<file path="config.mk">
export PLATFORM = sky130hd
export DESIGN_NAME = tc_vc_scheduler
export DESIGN_NICKNAME = d
export VERILOG_FILES = /design/src/rtl/tc_vc_scheduler.sv
export SDC_FILE = /design/constraint.sdc
export NUM_CORES = 1
export LEC_CHECK = 0
export BUFFER_PORTS_ARGS = -buffer_cell sky130_fd_sc_hd__buf_2
export CAP_MARGIN = 20
export CELL_PAD_IN_SITES_DETAIL_PLACEMENT = 2
export CELL_PAD_IN_SITES_GLOBAL_PLACEMENT = 2
export CORE_MARGIN = 2
export CORE_UTILIZATION = 50
export DETAILED_ROUTE_END_ITERATION = 10
export PLACE_DENSITY_LB_ADDON = 0.05
export SKIP_CTS_REPAIR_TIMING = 1
export SLEW_MARGIN = 20
export SYNTH_ARGS = -nofsm -noshare
export SYNTH_HDL_FRONTEND = slang
export SYNTH_SLANG_ARGS = --single-unit
</file>
<file path="constraint.sdc">
create_clock -name clk -period 7.3 [get_ports clk]
set_input_delay 1.46 -clock clk [delete_from_list [all_inputs] [get_ports clk]]
set_output_delay 1.46 -clock clk [all_outputs]
set_load 0.01 [all_outputs]
</file>
<file path="src/rtl/tc_vc_scheduler.sv">
module tc_vc_scheduler #(
  parameter int PAYLOAD_W = 32,
  parameter int NUM_CH    = 4,
  parameter int DEPTH     = 8,
  parameter int CLASS_W   = 3
) (
  input  logic                          clk,
  input  logic                          rst_n,
  input  logic                          in_valid,
  output logic                          in_ready,
  input  logic [PAYLOAD_W-1:0]          in_payload,
  input  logic [CLASS_W-1:0]            in_class,
  input  logic                          map_we,
  input  logic [CLASS_W-1:0]            map_class,
  input  logic [$clog2(NUM_CH)-1:0]     map_chan,
  output logic                          out_valid,
  input  logic                          out_ready,
  output logic [PAYLOAD_W-1:0]          out_payload,
  output logic [$clog2(NUM_CH)-1:0]     out_chan
);
  localparam int CH_W   = $clog2(NUM_CH);
  localparam int PTR_W  = $clog2(DEPTH);
  localparam int CNT_W  = PTR_W + 1;
  localparam int NUM_TC = 1 << CLASS_W;

  logic [CH_W-1:0]                    map_q [NUM_TC];
  logic [NUM_CH-1:0][CNT_W-1:0]       occ;
  logic [NUM_CH-1:0][PAYLOAD_W-1:0]   head;
  logic [NUM_CH-1:0]                  busy;
  logic [CH_W-1:0]                    tgt, pick, sel, hold_ch_q;
  logic                               hold_q;

  wire push = in_valid && in_ready;
  wire pop  = out_valid && out_ready;

  assign tgt      = map_q[in_class];
  assign in_ready = occ[tgt] != CNT_W'(DEPTH);

  always_comb begin
    pick = '0;
    for (int c = 0; c < NUM_CH; c++)
      if (busy[c]) pick = CH_W'(c);
  end

  assign sel         = hold_q ? hold_ch_q : pick;
  assign out_valid   = |busy;
  assign out_chan    = sel;
  assign out_payload = head[sel];

  always_ff @(posedge clk) begin
    if (!rst_n) begin
      for (int t = 0; t < NUM_TC; t++) map_q[t] <= CH_W'((t * NUM_CH) / NUM_TC);
      hold_q    <= 1'b0;
      hold_ch_q <= '0;
    end else begin
      if (map_we) map_q[map_class] <= map_chan;
      hold_q    <= out_valid && !out_ready;
      hold_ch_q <= sel;
    end
  end

  for (genvar c = 0; c < NUM_CH; c++) begin : g_ch
    logic [PAYLOAD_W-1:0] fifo_q [DEPTH];
    logic [PTR_W-1:0]     wr_q, rd_q;
    logic [CNT_W-1:0]     cnt_q;
    wire do_push = push && (tgt == CH_W'(c));
    wire do_pop  = pop && (sel == CH_W'(c));

    assign occ[c]  = cnt_q;
    assign busy[c] = cnt_q != '0;
    assign head[c] = fifo_q[rd_q];

    always_ff @(posedge clk) begin
      if (!rst_n) begin
        wr_q  <= '0;
        rd_q  <= '0;
        cnt_q <= '0;
      end else begin
        if (do_push) wr_q <= (wr_q == PTR_W'(DEPTH - 1)) ? '0 : wr_q + 1'b1;
        if (do_pop)  rd_q <= (rd_q == PTR_W'(DEPTH - 1)) ? '0 : rd_q + 1'b1;
        if (do_push && !do_pop)      cnt_q <= cnt_q + 1'b1;
        else if (do_pop && !do_push) cnt_q <= cnt_q - 1'b1;
      end
    end

    always_ff @(posedge clk)
      if (do_push) fifo_q[wr_q] <= in_payload;
  end
endmodule

</file>
==> results.md, run 1 <==
- Outcome: completed
- Largest net degree at the start of global routing: 129
- Max Fanout on Critical Path: 48
- Synthesized Nets: 2141
- Fin crit share: 72.9%
- Drt via density: 6.48
- Slowest stage delay, CP: 740 ps
- Yosys top cell area share: between 70% and 80%
- Layout Utilization: 56.9%
- Worst path arrival time: a little under 4000 ps
- Total wire length: 134000 um
- Clk Latency, worst-skew pair: between 700 and 800 ps
- Leak Pwr: 15.1 nW
- Sequential fraction of the synthesis area: about three quarters
- Layout Nets: 2285
- GPL Wtd Cong: approximately 0.73
- Tmin final: 5320 ps
- Area grow syn2layout: 12.9%
- Post-synthesis instance total: 2064
- Worst Hold Class: flop to flop
- TritonCTS buffer count: 115
- Worst path bufs/invs: 2
- Root buf cell: clkbuf_16
- Most frequent cells in the layout: 1040 x edfxtp_1, 256 x mux4_2, 119 x clkbuf_16
- Setup Skew: 58.9 ps
- Die Height: between 200 and 300 um
- DIE WIDTH: 297 um
- # rows: 107
- Slew @ Worst Pin: 1080 ps
- Antenna violations before repair: 4
- Number of global-route vias before repair: about 25000
- PortBufs: 80
- Post-synthesis cell area: 42900 um^2
- Mean post-synth cell area: 20.8 um^2
- Cells after DPL: approximately 3200
- Final setup violation count: 0
- Max VDD drop: 0.557 mV
- CP Capture Type: primary output
- Post-synth top flop: edfxtp_1
- CTS Buffer Depth: 3
- # IOs: 81
- Non-Filler Instances: 3440
- Worst EP required: 5840 ps
- Die area: 88200 um^2
- Post-DP HPWL: roughly 72000 um
- Remaining global-route overflow: 0
- Post-route ant nets: 0
- Synthesis warning total: 0
- Share of layout cells above drive strength 1: 28.9%
- Top Family by Delay on Critical Path: simple AND/OR/NAND/NOR gates
- Most common cell after layout, fill and taps aside: edfxtp_1
- Initial Util: about half
- Pwr Total: 16.3 mW
- CTS tree: done
- First-pass GRT wire length: roughly 190000 um
- Clk sinks: 1095
- Filler instances: 7023
- Slowest cell on the critical path: or2_4
- Antenna Cells: 0
- Max cap viols: 0
- Via count: 22300
- Yosys reg bits: 1095
- Tot GR Track Use: 30.9%
- Routed len/inst: 39.1 um
- Number of distinct library cells after synthesis: 54
- Number of flops mapped to enable cells by yosys: between 1000 and 1500
- Yosys top cell by area: edfxtp_1
- Synth area leaders: edfxtp_1 73%, mux4_2 13%, dfxtp_1 2.6%
- Htree depth: 3
- Ys async rst share: 0%
- Critical Path Source Type: flop
- DR iter-0 viols: 2456
- Max Slew Vio Count: 0
- Drt pass-1 iters: 5
- Area of the core: about 85000 um^2
- DRC: 0
- CP Cell Sequence: or4_4 > a311oi_1 > or2_4 > buf_4 > o211ai_1 > o21ai_0 > buf_2
- Rel. slew slack: 28.0%
- Post-Route Setup TNS: 0 ps
- Hold Vio Cnt, Final: 0
- Kind of critical path: flop to primary output
- FMAX: 188 MHz
- PD cells: 336 nW/um^2
- RSZ-0062 raised after global routing: no
- Worst-path clk slew: 60 ps
-- synthesized netlist by cell type (10+ instances only) --
library cell and n:
a21oi_1 18, buf_1 13, buf_2 32, clkbuf_1 65, dfxtp_1 55, edfxtp_1 1040
ha_1 28, inv_1 10, mux2_2 66, mux2i_1 93, mux4_2 256, nand2_1 102
nor2_1 36, nor3_1 10, o211ai_1 32, o21ai_0 82, or3_1 19
-- sequential cells by signal, indices dropped and copies added, names as in the netlist, named ones only --
signal       cells
g_ch.cnt_q      16
g_ch.rd_q       12
g_ch.wr_q       12
hold_ch_q        2
map_q           16
g_ch.fifo_q   1024
hold_q           1
-- stage by stage --
stage | setup WS (ps) | cell area (um^2) | hold WS [ps]
after detailed placement | 2330 | 44900 | 507
after global placement | 2030 | 44900 | 466
final | 1980 | 48500 | 509
after global routing | 1790 | 48500 | 549
after CTS | 1890 | 48500 | 515
after floorplan | 698 | 42900 | 454
-- final timing paths --
path         depth (start not counted)                to              from  slack (ps)
max reg2reg                         13  g_ch[0].cnt_q[3]  g_ch[1].cnt_q[0]        2670
max                                  7    out_payload[6]  g_ch[1].cnt_q[0]        1980
min reg2reg                          2  g_ch[3].cnt_q[3]  g_ch[3].cnt_q[3]         510
min                                  2  g_ch[3].cnt_q[3]  g_ch[3].cnt_q[3]         510
-- report_power, final --
part           switching [mW]  internal (mW)
Combinational            2.12           1.16
Sequential              0.242           7.04
Clock                    2.58           3.16
Total                    4.94           11.4
-- tightest hold or removal path, stage by stage (launching register included) --
cell and delay [ps]:
dfxtp_1 330, o21ai_0 80, a21oi_1 60
-- cell families (layout without fill, tap and decap cells) --
logic type,after synthesis,in the layout,synth area share [%]
multiplexers,415,415,17.3
AND/OR/NAND/NOR,235,235,2.82
adder cells (fa/ha/maj),32,32,1.00
flip-flops,1095,1095,75.3
AO/OA/AOI/OAI,153,153,2.10
XOR/XNOR,12,12,0.245
buffers and inverters,122,354,1.18
-- layer usage --
layer	wire length, um	track usage (%)
met5	12	0
met4	4550	9.91
met3	7970	4.69
met2	69700	53.3
met1	52300	40.6
-- area by class of cell --
| type | instances | area (um^2) | share of cell area, % |
|---|---|---|---|
| multi-input cells | 847 | 10200 | 21.1 |
| well taps | 1144 | 1430 | 2.95 |
| repair buffers | 138 | 868 | 1.79 |
| flip-flops and latches | 1095 | 32400 | 66.8 |
| inverters | 11 | 41.3 | 0.0852 |
| clock buffers | 153 | 3160 | 6.51 |
| clock inverters | 52 | 367 | 0.756 |
No activity file was read; power rests on OpenSTA's default activity.
==> run 2, diff against run 1 <==
clock period = 5.2 ns   (was 7.3 ns; I/O delays follow)
==> run 2 against run 1 <==
Sequential share of layout area down 0.75 points. Hold slack worse by 0.76 ps. Via count up 1.7%. Global-route usage up 1.5 points. Die area unchanged. Register-to-register slack worse by 1800 ps. Final area up 1.1%. Non-clock buffer count up 5. Critical path depth down 1. Final cell count up 0.41%. Largest cell class unchanged.
==> results.md, run 2 (synthesized netlist as in run 1, its figures left out) <==
- Layout Utilization: 57.6%
- Worst EP required: 4160 ps
- # rows: 107
- TritonCTS buffer count: roughly 110
- Top flop regs: g_ch.fifo_q: 1024 flops, g_ch.cnt_q: 16 flops, map_q: 16 flops
- Initial Util: 50.4%
- Largest register by flop count: g_ch.fifo_q
- Max VDD drop: 0.342 mV
- Max Slew Vio Count: 0
- Placed instance area: 45200 um^2
- Max Fanout on Critical Path: 48
- Final instance area: 49000 um^2
- Area of the core: 85100 um^2
- Max cap viols: 0
- Post-DP HPWL: roughly 74000 um
- Drt pass-1 iters: 5
- Worst path bufs/invs: 2
- CP Cell Sequence: or4_1 > o31a_2 > buf_4 > o21ai_0 > o21ai_0 > buf_2
- Int Pwr: 16.6 mW
- Die area: between 80000 and 90000 um^2
- Net load switching power: 7.21 mW
- Critical Path Source Type: flop
- Worst path most repeated cell: o21ai_0
- Drt via density: roughly 6.6
- Top Family by Delay on Critical Path: compound AO/OA/AOI/OAI gates
- Antenna violations before repair: 3
- CTS tree: done
- Tmin final: 4930 ps
- Routed len/inst: 40.8 um
- Number of global-route vias before repair: 25100
- Most frequent cells in the layout: 1040 x edfxtp_1, 256 x mux4_2, 118 x clkbuf_16
- DRC: 0
- Area grow syn2layout: 14.2%
- Outcome: completed
- Fin crit share: 94.9%
- Final setup violation count: 0
- Remaining global-route overflow: 0
- CP Capture Type: primary output
- Die Height: between 200 and 300 um
- Most common cell after layout, fill and taps aside: edfxtp_1
- Largest register FFs: roughly 1000
- Switching fraction of total power: 30.3%
- Layout Nets: 2289
- Sequential Power Share: about 43%
- Slew @ Worst Pin: 1110 ps
- PortBufs: 80
- Worst path arrival time: 3890 ps
- First-pass GRT wire length: 198000 um
- Htree depth: 3
- Combinational share of power: ~20%
- FMAX: 203 MHz
- GPL Wtd Cong: around 0.75
- Worst-path clk slew: about 60 ps
- Total wire length: 141000 um
- Worst Hold Class: flop to flop
- Setup Skew: 80.0 ps
- Root buf cell: clkbuf_16
- Clk network pwr share: 36.9%
- Slowest stage delay, CP: 670 ps
- Kind of critical path: flop to primary output
- Tot GR Track Use: 32.3%
- Via count: roughly 23000
- RSZ-0062 raised after global routing: no
- Hold Vio Cnt, Final: 0
- Leak Pwr: 15.3 nW
- CTS Buffer Depth: 3
- # IOs: between 80 and 90
- Clk Latency, worst-skew pair: 750 ps
- DIE WIDTH: 297 um
- Slowest cell on the critical path: o31a_2
- Largest net degree at the start of global routing: 60
- DR iter-0 viols: 2381
- Post-route ant nets: 0
- Rel. slew slack: about a quarter
- Share of layout cells above drive strength 1: 29.4%
- PD cells: 485 nW/um^2
- Pwr Total: approximately 24 mW
- Clk sinks: 1095
- Worst hold slack: 509 ps
## run 2: cell count changes in the layout (fill, tap and decap cells not counted), sizes merged, moves of 2 or more
cell | before | now
clkbuf | 153 | 157
buf | 138 | 143
inv | 14 | 11
bufinv | 4 | 16
clkinvlp | 1 | 3
clkinv | 44 | 37
## run 2: final cells by class
type                    instances  area [um^2]
fillers                      7031        36100
flip-flops and latches       1095        32400
multi-input cells             847        10300
clock buffers                 157         3170
well taps                    1144         1430
repair buffers                143         1060
clock inverters                56          686
inverters                      11         41.3
diodes                          1         2.50
## run 2: metal layers
metal	wire (um)	vias to the layer above	global-route usage, %
met2	71700	1122	55.0
met1	53500	12400	41.4
li1	-	8838	-
met4	5910	2	12.7
met3	9780	325	6.23
met5	13	-	0
## run 2: stage by stage
stage	worst slack, ps	TNS [ps]	instances
floorplan	-787	-89880	2064
global placement	974	0	3240
detailed placement	727	0	3240
CTS	305	0	3453
global route	136	0	3454
finish	266	0	3454
## run 2: path summary, 6_finish.rpt
kind | cells after the start | slack, ps | end | startpoint
setup reg to reg | 13 | 860 | g_ch[0].cnt_q[3] | g_ch[1].cnt_q[0]
hold / removal | 2 | 510 | flop | g_ch[3].rd_q[2]
setup / recovery | 6 | 270 | out_payload[19] | g_ch[2].cnt_q[0]
hold reg to reg | 2 | 510 | flop | g_ch[3].rd_q[2]
## run 2: worst register-to-register path, delay by kind of cell, from the launching register on
family | cells | cell delay (ps)
xor gates and xnor gates | 1 | 130
AOI/OAI and AO/OA | 4 | 1040
and+or+nand+nor | 4 | 1880
adders and majority gates | 2 | 550
DFF | 1 | 380
buffers and inverters | 2 | 250
## run 2: power groups by stage
stage / combinational [mW] / sequential [mW] / clock (mW)
after floorplan: 2.75 / 10.1 / 0
after global placement: 4.23 / 10.4 / 0
after detailed placement: 4.52 / 10.4 / 0
after CTS: 4.73 / 10.3 / 8.90
after global routing: 4.99 / 10.3 / 9.17
final: 4.74 / 10.3 / 8.78
==> run 3, diff against run 2 <==
PLACE_DENSITY = 0.89   (was not set)
PLACE_DENSITY_LB_ADDON = not set   (was 0.05)
==> run 3 against run 2 <==
The flow now stops in 3_5_place_dp. Synthesized cell count is the same. Synthesized area unchanged.
==> results.md, run 3 <==
- Count leader, synth: edfxtp_1
- Yosys top cell area share: roughly 73%
- Top post-synthesis cells by count: 1040 x edfxtp_1, 256 x mux4_2, 102 x nand2_1
- Number of flops mapped to enable cells by yosys: 1040
- Ys async rst share: 0%
- # IOs: 81
- Halt Reason: [ERROR DPL-0033] detailed placement checks failed during check placement.
- Post-synth top flop: edfxtp_1
- PortBufs: 80
- Initial Util: 50.4%
- # rows: 107
- Sequential fraction of the synthesis area: about three quarters
- DIE WIDTH: 297 um
- Post-DP HPWL: 87900 um
- Post-synthesis instance total: 2064
- Yosys top cell by area: edfxtp_1
- Die Height: 297 um
- Synthesized Nets: approximately 2100
- Post-synthesis cell area: 42900 um^2
- Synthesis warning total: 0
- Synth area leaders: edfxtp_1 73%, mux4_2 13%, dfxtp_1 2.6%
- Number of distinct library cells after synthesis: 54
- Yosys reg bits: between 1000 and 1500
- GPL Wtd Cong: 0.772
- Outcome: did not finish
- Stopped at: 3_5_place_dp
- Mean post-synth cell area: 20.8 um^2
[run 3: metrics by stage]
step | TNS [ps] | hold WS (ps) | instances | worst slack, ps | area, um^2
after floorplan | -89880 | 454 | 2064 | -787 | 43000
after global placement | 0 | 452 | 3234 | 976 | 45000
[run 3: logic make-up after synthesis]
kind of cell,share of synthesized area [%]
adders and majority gates,1.00
AOI/OAI and AO/OA,2.10
DFF,75.3
muxes,17.3
xor gates and xnor gates,0.245
and+or+nand+nor,2.82
buffers and inverters,1.18
==> run 4, diff against run 3 <==
CELL_PAD_IN_SITES_DETAIL_PLACEMENT = not set   (was 2)
CELL_PAD_IN_SITES_GLOBAL_PLACEMENT = not set   (was 2)
CORE_UTILIZATION = 40   (was 50)
PLACE_DENSITY = not set   (was 0.89)
PLACE_DENSITY_LB_ADDON = 0.15   (was not set)
==> run 4 against run 3 <==
The flow now finishes without violations.
==> results.md, run 4 (synthesized netlist as in run 1, its figures left out) <==
- Slowest stage delay, CP: approximately 610 ps
- Post-DP HPWL: between 50000 and 60000 um
- Hold Vio Cnt, Final: 0
- DR iter-0 viols: 1878
- Post-route ant nets: 0
- # IOs: 81
- CP Cell Sequence: or4_4 > a311oi_1 > or2_4 > buf_4 > o211ai_1 > o21ai_0 > buf_2
- Kind of critical path: flop to primary output
- Initial Util: between 40% and 50%
- Worst Hold Class: flop to flop
- Max VDD drop: 0.335 mV
- Largest register by flop count: g_ch.fifo_q
- Via count: 20900
- Area grow syn2layout: 14.2%
- GRT busiest layer: met2
- Worst path arrival time: 3930 ps
- Slew @ Worst Pin: roughly 990 ps
- Clk Latency, worst-skew pair: 690 ps
- Non-Filler Instances: 3722
- Root buf cell: clkbuf_16
- Tmin final: 4970 ps
- Fin crit share: 95.6%
- PD cells: 460 nW/um^2
- Max Slew Vio Count: 0
- GRT met3 Usage: ~3.5%
- M2 GR Usage: 30.5%
- PortBufs: 80
- CTS Buffer Depth: 3
- Cells after DPL: between 3000 and 4000
- Die Height: 332 um
- Max Fanout on Critical Path: 48
- Area of the core: ~110000 um^2
- Outcome: completed
- CP Capture Type: primary output
- Max cap viols: 0
- TritonCTS buffer count: 115
- Antenna violations before repair: 7
- DIE WIDTH: 332 um
- GRT met1 Usage: 27.0%
- Leak Pwr: 15.2 nW
- Drt via density: 5.61
- Post-Route Setup TNS: 0 ps
- Largest net degree at the start of global routing: 54
- FMAX: 201 MHz
- Number of global-route vias before repair: 22200
- # rows: 120
- Most frequent cells in the layout: 1040 x edfxtp_1, 256 x mux4_2, 118 x clkbuf_16
- RSZ-0062 raised after global routing: no
- Slowest cell on the critical path: or4_4
- Htree depth: 3
- Remaining global-route overflow: 0
- Total wire length: 104000 um
- Routed len/inst: 27.9 um
- Top flop regs: g_ch.fifo_q: 1024 flops, g_ch.cnt_q: 16 flops, map_q: 16 flops
- CTS tree: done
- Final setup violation count: 0
- Rel. slew slack: roughly a third
- First-pass GRT wire length: 152000 um
- Worst hold slack: 486 ps
- Setup Skew: 22.2 ps
- Antenna Cells: 0
- Layout Nets: 2308
- Worst EP required: 4160 ps
- Drt pass-1 iters: 5
- GPL Wtd Cong: 0.743
- Share of layout cells above drive strength 1: 29.5%
- Most common cell after layout, fill and taps aside: edfxtp_1
- Largest register FFs: 1024
- Tot GR Track Use: 19.0%
- DRC: 0
- Clk sinks: 1095
- Critical Path Source Type: flop
- Die area: 110000 um^2
- Worst-path clk slew: about 60 ps
-- run 4: report_power, final --
group	switching (mW)	total [mW]	internal, mW	leakage, nW
clock	3.29	7.62	4.33	1.71
sequential	0.348	10.2	9.88	9.84
combinational	3.01	4.71	1.70	3.67
-- run 4: worst paths after layout --
path	start	endpoint	cells past startpoint	slack (ps)
worst min-delay path	g_ch[0].rd_q[1]	flop	2	490
worst max-delay path	g_ch[3].cnt_q[0]	out_payload[4]	7	230
worst max register to register	g_ch[2].cnt_q[0]	g_ch[1].cnt_q[3]	12	1270
worst min register to register	g_ch[0].rd_q[1]	flop	2	490
-- run 4: per-layer routing --
layer  share of wire (%)  wire (um)
met3                 5.3       5480
met5              0.0077          8
met4                 2.3       2360
met1                  44      46200
met2                  48      49900
-- run 4: worst max-delay path, delay by kind of cell (launching register included) --
family / cells / cell delay, ps
flip-flops: 1 / 360
AND/OR/NAND/NOR: 2 / 970
buffers and inverters: 2 / 870
AO/OA/AOI/OAI: 3 / 1020
-- run 4: metrics by stage --
| step | setup WS [ps] | area [um^2] | utilization, % | power [mW] |
|---|---|---|---|---|
| after CTS | 212 | 49000 | 45.9 | 22.8 |
| after global routing | 56.7 | 49000 | 45.9 | 23.5 |
| after global placement | 943 | 45500 | 42.7 | 15.1 |
| final | 228 | 49000 | 45.9 | 22.6 |
| after floorplan | -787 | 43000 | - | 12.9 |
| after detailed placement | 946 | 45500 | 42.7 | 15.2 |
-- run 4: cell type report --
cell class | count | area, um^2
Tap cell | 1403 | 1760
Sequential cell | 1095 | 32400
Timing Repair Buffer | 161 | 1100
Inverter | 11 | 41.3
Clock inverter | 62 | 425
Fill cell | 8906 | 57700
Clock buffer | 143 | 3060
Multi-Input combinational cell | 847 | 10300
